===== src/rtl/msi_cap.sv =====
module msi_cap #(
  parameter int       NVEC     = 8,
  parameter bit       IS64     = 1'b1,
  parameter bit       MASKING  = 1'b1,
  parameter bit [7:0] NEXT_PTR = 8'h40
) (
  input  logic            clk,
  input  logic            rst_n,
  input  logic            cfg_we,
  input  logic [4:0]      cfg_addr,
  input  logic [7:0]      cfg_wdata,
  input  logic [2:0]      rd_idx,
  output logic [31:0]     rd_data,
  input  logic [NVEC-1:0] irq,
  output logic            msg_valid,
  input  logic            msg_ready,
  output logic [63:0]     msg_addr,
  output logic [31:0]     msg_data
);
  localparam int         OFF_DATA = IS64 ? 12 : 8;
  localparam int         OFF_MASK = IS64 ? 16 : 12;
  localparam int         OFF_PEND = IS64 ? 20 : 16;
  localparam bit [2:0]   MMC      = 3'($clog2(NVEC));
  localparam bit [31:0]  VMASK    = 32'hFFFF_FFFF >> (32 - NVEC);

  if (NVEC < 1 || NVEC > 32) begin : g_bad_nvec
    $error("msi_cap: NVEC must be within 1..32");
  end

  logic            en_q;
  logic [2:0]      mme_q;
  logic [31:0]     addr_lo, addr_hi;
  logic [15:0]     data_q;
  logic [31:0]     mask_q, pend_q, outq;
  logic [NVEC-1:0] irq_q;

  logic [31:0] mask_nx, pend_nx, outq_nx, rise, req, held, direct, unmask, gnt;
  logic [4:0]  sel;
  logic [15:0] mme_m;
  logic [15:0] ctrl;

  wire wr_ctl = cfg_we && cfg_addr == 5'd2;
  wire wr_alo = cfg_we && cfg_addr[4:2] == 3'd1;
  wire wr_ahi = cfg_we && IS64 && cfg_addr[4:2] == 3'd2;
  wire wr_dat = cfg_we && cfg_addr[4:1] == 4'(OFF_DATA / 2);
  wire wr_msk = cfg_we && MASKING && cfg_addr[4:2] == 3'(OFF_MASK / 4);

  assign rise = 32'(irq & ~irq_q);
  assign req  = en_q ? rise : 32'd0;

  always_comb begin
    mask_nx = mask_q;
    if (wr_msk) mask_nx[{cfg_addr[1:0], 3'b000} +: 8] = cfg_wdata;
    mask_nx = MASKING ? (mask_nx & VMASK) : 32'd0;
  end

  always_comb begin
    sel = 5'd0;
    for (int i = 31; i >= 0; i--)
      if (outq[i]) sel = 5'(i);
  end

  assign msg_valid = en_q && (|outq);
  assign gnt     = (msg_valid && msg_ready) ? (32'd1 << sel) : 32'd0;
  assign unmask  = en_q ? (mask_q & ~mask_nx & pend_q) : 32'd0;
  assign held    = req & mask_nx;
  assign direct  = req & ~mask_nx;
  assign pend_nx = MASKING ? ((pend_q | held) & ~direct & ~unmask) : 32'd0;
  assign outq_nx = en_q ? ((outq & ~gnt) | direct | unmask) : 32'd0;

  assign mme_m    = ~(16'hFFFF << mme_q);
  assign msg_addr = {addr_hi, addr_lo};
  assign msg_data = {16'h0, (data_q & ~mme_m) | (16'(sel) & mme_m)};

  assign ctrl = {7'd0, MASKING, IS64, mme_q, MMC, en_q};

  always_comb begin
    if (rd_idx == 3'd0)                    rd_data = {ctrl, NEXT_PTR, 8'h05};
    else if (rd_idx == 3'd1)               rd_data = addr_lo;
    else if (IS64 && rd_idx == 3'd2)       rd_data = addr_hi;
    else if (rd_idx == 3'(OFF_DATA / 4))   rd_data = {16'h0, data_q};
    else if (rd_idx == 3'(OFF_MASK / 4))   rd_data = mask_q;
    else if (rd_idx == 3'(OFF_PEND / 4))   rd_data = pend_q;
    else                                   rd_data = 32'd0;
  end

  always_ff @(posedge clk or negedge rst_n) begin
    if (!rst_n) begin
      en_q    <= 1'b0;
      mme_q   <= 3'd0;
      addr_lo <= 32'd0;
      addr_hi <= 32'd0;
      data_q  <= 16'd0;
      mask_q  <= 32'd0;
      pend_q  <= 32'd0;
      outq    <= 32'd0;
      irq_q   <= '0;
    end else begin
      irq_q  <= irq;
      mask_q <= mask_nx;
      pend_q <= pend_nx;
      outq   <= outq_nx;
      if (wr_ctl) begin
        en_q  <= cfg_wdata[0];
        mme_q <= cfg_wdata[6:4];
      end
      if (wr_alo) addr_lo[{cfg_addr[1:0], 3'b000} +: 8] <= cfg_wdata;
      if (wr_ahi) addr_hi[{cfg_addr[1:0], 3'b000} +: 8] <= cfg_wdata;
      if (wr_dat) data_q[{cfg_addr[0], 3'b000} +: 8] <= cfg_wdata;
    end
  end
endmodule



===== config.mk =====
export PLATFORM = sky130hd
export DESIGN_NAME = msi_cap
export DESIGN_NICKNAME = d
export VERILOG_FILES = /design/src/rtl/msi_cap.sv
export SDC_FILE = /design/constraint.sdc
export NUM_CORES = 1
export LEC_CHECK = 0
export ABC_AREA = 1
export BUFFER_PORTS_ARGS = -buffer_cell sky130_fd_sc_hd__buf_2
export CELL_PAD_IN_SITES_DETAIL_PLACEMENT = 0
export CELL_PAD_IN_SITES_GLOBAL_PLACEMENT = 1
export CORE_ASPECT_RATIO = 1.5
export CORE_UTILIZATION = 30
export DETAILED_ROUTE_END_ITERATION = 10
export GPL_TIMING_DRIVEN = 0
export PLACE_DENSITY = 0.67
export REMOVE_ABC_BUFFERS = 1
export SLEW_MARGIN = 20
export SYNTH_ARGS = -nofsm -noshare
export SYNTH_HDL_FRONTEND = slang
export SYNTH_SLANG_ARGS = --single-unit
export TNS_END_PERCENT = 100

===== constraint.sdc =====
create_clock -name clk -period 2.4 [get_ports clk]
set_clock_uncertainty 0.2 [all_clocks]
set_input_delay 0.24 -clock clk [delete_from_list [all_inputs] [get_ports clk]]
set_output_delay 0.24 -clock clk [all_outputs]
set_load 0.005 [all_outputs]

==> results.txt <==
Worst Path Max Fanout = 4
Post-route ant nets = 0
Outcome = finished with violations
Setup_tns = -22.97 ns
RSZ-0062 raised after global routing = true
Worst-Margin Slew = 0.9555 ns
Crit path DAT = 3.32 ns
Clk buf depth = 2
Yosys warns = 0
Reg2reg setup slack = -0.84 ns
DRT iter0 DRCs = 337
Beginning of the worst hold path = cfg_addr[4]
Fin Hold WS = 0.04540 ns
Vias/cell = 4.710
Clock transition at the registers of the reported paths = 0.06 ns
CTS sink cnt = 140
Total Routing Usage GR = 20.40%
Most frequent cells in the layout = nand2_1 (163), inv_1 (142), dfrtp_1 (139)
Crit path capture = outq[28]
Commonest non-fill, non-tap cell in the layout = nand2_1
Final slew viol count = 0
Worst path required time = 2.48 ns
Core area = 23,060 µm²
First drt pass iteration count = 5
Sequential Power Share = 36.6%
Critical path's most frequent cell = nand2_1
H-tree levels = 4
Detailed Route WL = 23,660 µm
Largest net degree at the start of global routing = 73
Final setup fails = 38
Delay-heaviest family, CP = simple AND/OR/NAND/NOR gates
Horiz. Die Dim = 127.1 µm
CP peak stage delay = 0.39 ns
Area contributors post-synth = dfrtp_1 (50%), nand2_1 (9.4%), inv_1 (7.7%)
Post-synthesis register bit count = 140
Cell Int Power = 5.539 mW
Post-Syn Area = 7041 µm²
Residual DRC = 0
CTS tree = yes
Final Hold Viols = 0
Layout Nets = 1,094
Violated checks = setup timing
Fraction of layout cells with a size suffix above 1 = 25.98%
Global-route wire length before repair = 37,120 µm
CP startpoint = outq[31]
Slew margin rel. = 36.07%
Clock latency on the worst-skew pair = 0.42 ns
I/O Buffers = 140
Tcrit/Tclk final = 135.1%
R2R depth = 37
DPL Wire Length = 17,420 µm
Overflow after GRT = 0
Minimum clock period = 3.242 ns
Count of boundary I/O pins = 157
Num rows = 68
GPL Wtd Cong = 0.8873
Root buf cell = clkbuf_16
Initial antenna violation count = 0
Worst r2r src = outq[31]
Num CTS Buffers = 17
Finished Cell Area = 9316 µm²
Crit path launch type = flop
Switching Power = 2.684 mW
Power Total = 8.223 mW
N_diodes = 0
Wire length per cell = 17.04 µm
Switching Fraction = 32.64%
Clock power share = 36.1%
Die footprint = 24,100 µm²
Vias = 6,542
Post-synth top area cell = dfrtp_1
Dpl cell area = 7979 µm²
Final WS setup = -0.8424 ns
Leakage = 4.678 nW
Sequential area share after synthesis = 49.76%
Syn_area_per_cell = 7.875 µm²
Post-synth top area share = 49.76%
Worst path slowest cell = dfrtp_1
CP Depth = 37
P&R area growth vs syn = 32.33%
Worst setup EP type = flop
Peak Freq = 0.3084 GHz
Min-Delay Path Class = primary input to flop
Max-cap violations = 0
WP buf/inv = 3
Pwr Density = 882.7 nW/µm²
Die Y = 189.6 µm
CP Class = flop to flop
Peak VDD IR = 424.7 µV
FF-to-FF End = outq[28]
Initial Util = 30.54%
Mapped Cells = 894
Combinational Power Share = 27.3%
Netlist cell types = 36
Vias in the first global route = 6,804
## repair_timing
item / CTS / global route
endpoints found under the setup margin: 66 / 43
pin swaps: 13 / 33
hold buffers: 17 / 0
resized for setup: 53 / 38
buffers inserted: 14 / 10
endpoints found under the hold margin: 95 / 0
gates cloned: 1 / 0
## through the flow
| stage | util, % | setup slack [ns] | instances |
|---|---|---|---|
| after floorplan | - | -0.09261 | 856 |
| after global placement | 34.25 | -2.646 | 1311 |
| after detailed placement | 34.60 | -0.9415 | 1316 |
| after CTS | 39.37 | -0.8376 | 1380 |
| after global routing | 40.41 | -1.192 | 1389 |
| final | 40.41 | -0.8424 | 1389 |
## worst min-delay path by stage
stage | end | slack [ns] | cells past startpoint
after floorplan | addr_hi[0] | -0.26 | 0
after global placement | irq_q[6] | 0.17 | 1
after detailed placement | addr_lo[19] | 0.05 | 1
after CTS | mme_q[1] | 0.07 | 4
after global routing | mme_q[0] | 0.08 | 4
final | mme_q[1] | 0.05 | 4
## cell usage after synthesis
cell        n
buf_2       2
nor3_2      1
buf_4      25
nor2_1     95
o22ai_1    16
nand4_1     4
a21boi_0    1
a22oi_1     8
buf_1       1
o21a_1      8
o21ai_0   104
nand3_4     1
nor2_2      3
nor3_1     22
a31oi_1     2
dfrtp_1   140
inv_1     145
nor4_1     10
or2_2       1
clkinv_1    1
o21bai_1    2
o31ai_1     4
nand2_2     3
inv_2       2
conb_1      1
mux2_2      8
clkbuf_1   25
o211ai_1    3
a21oi_1    41
nand2_1   176
a311oi_1    1
o221ai_1    8
ha_1        5
nand3_1    14
nand2_4     1
o21ai_1    10
## flip-flops by register name (all words and copies together) (netlist names)
signal,cells
mask_q,8
mme_q,3
data_q,16
irq_q,8
addr_lo,32
outq,32
addr_hi,32
en_q,1
pend_q,8
## cell type report
type	instances	area (µm²)
Sequential cell	140	3505
Inverter	148	564.3
Multi-Input combinational cell	568	3055
Fill cell	2438	13740
Timing Repair inverter	1	5.005
Tap cell	315	394.1
Timing Repair Buffer	185	1132
Clock inverter	10	186.4
Clock buffer	22	474.2
## power by group through the flow
stage	clock (mW)	combinational (mW)	sequential (mW)
detailed placement	0	1.72	3.02
global route	3.12	2.48	3.06
CTS	3.03	2.07	3.00
global placement	0	1.70	3.02
floorplan	0	0.959	2.98
finish	2.97	2.24	3.01
## cell families after synthesis
group / synth area share, %
flops: 49.76
buf+inv: 12.08
compound gates: 16.51
simple gates: 19.42
fa+ha+maj: 0.8886
other cells: 0.05326
mux: 1.280
## worst min-delay path, stage by stage
cell and delay [ns]:
buf_2 0.14, nor4_2 0.11, nand2_1 0.06, o21ai_0 0.06
## per-layer routing
layer  up-vias  global-route usage, %  wire [µm]
met4         0                  9.982        813
met1      3117                  21.19       8511
li1       3185                      -          -
met3        41                  4.162       1194
met5         -                      0          0
met2       199                  38.55      13140
No activity file was read; power rests on OpenSTA's default activity.
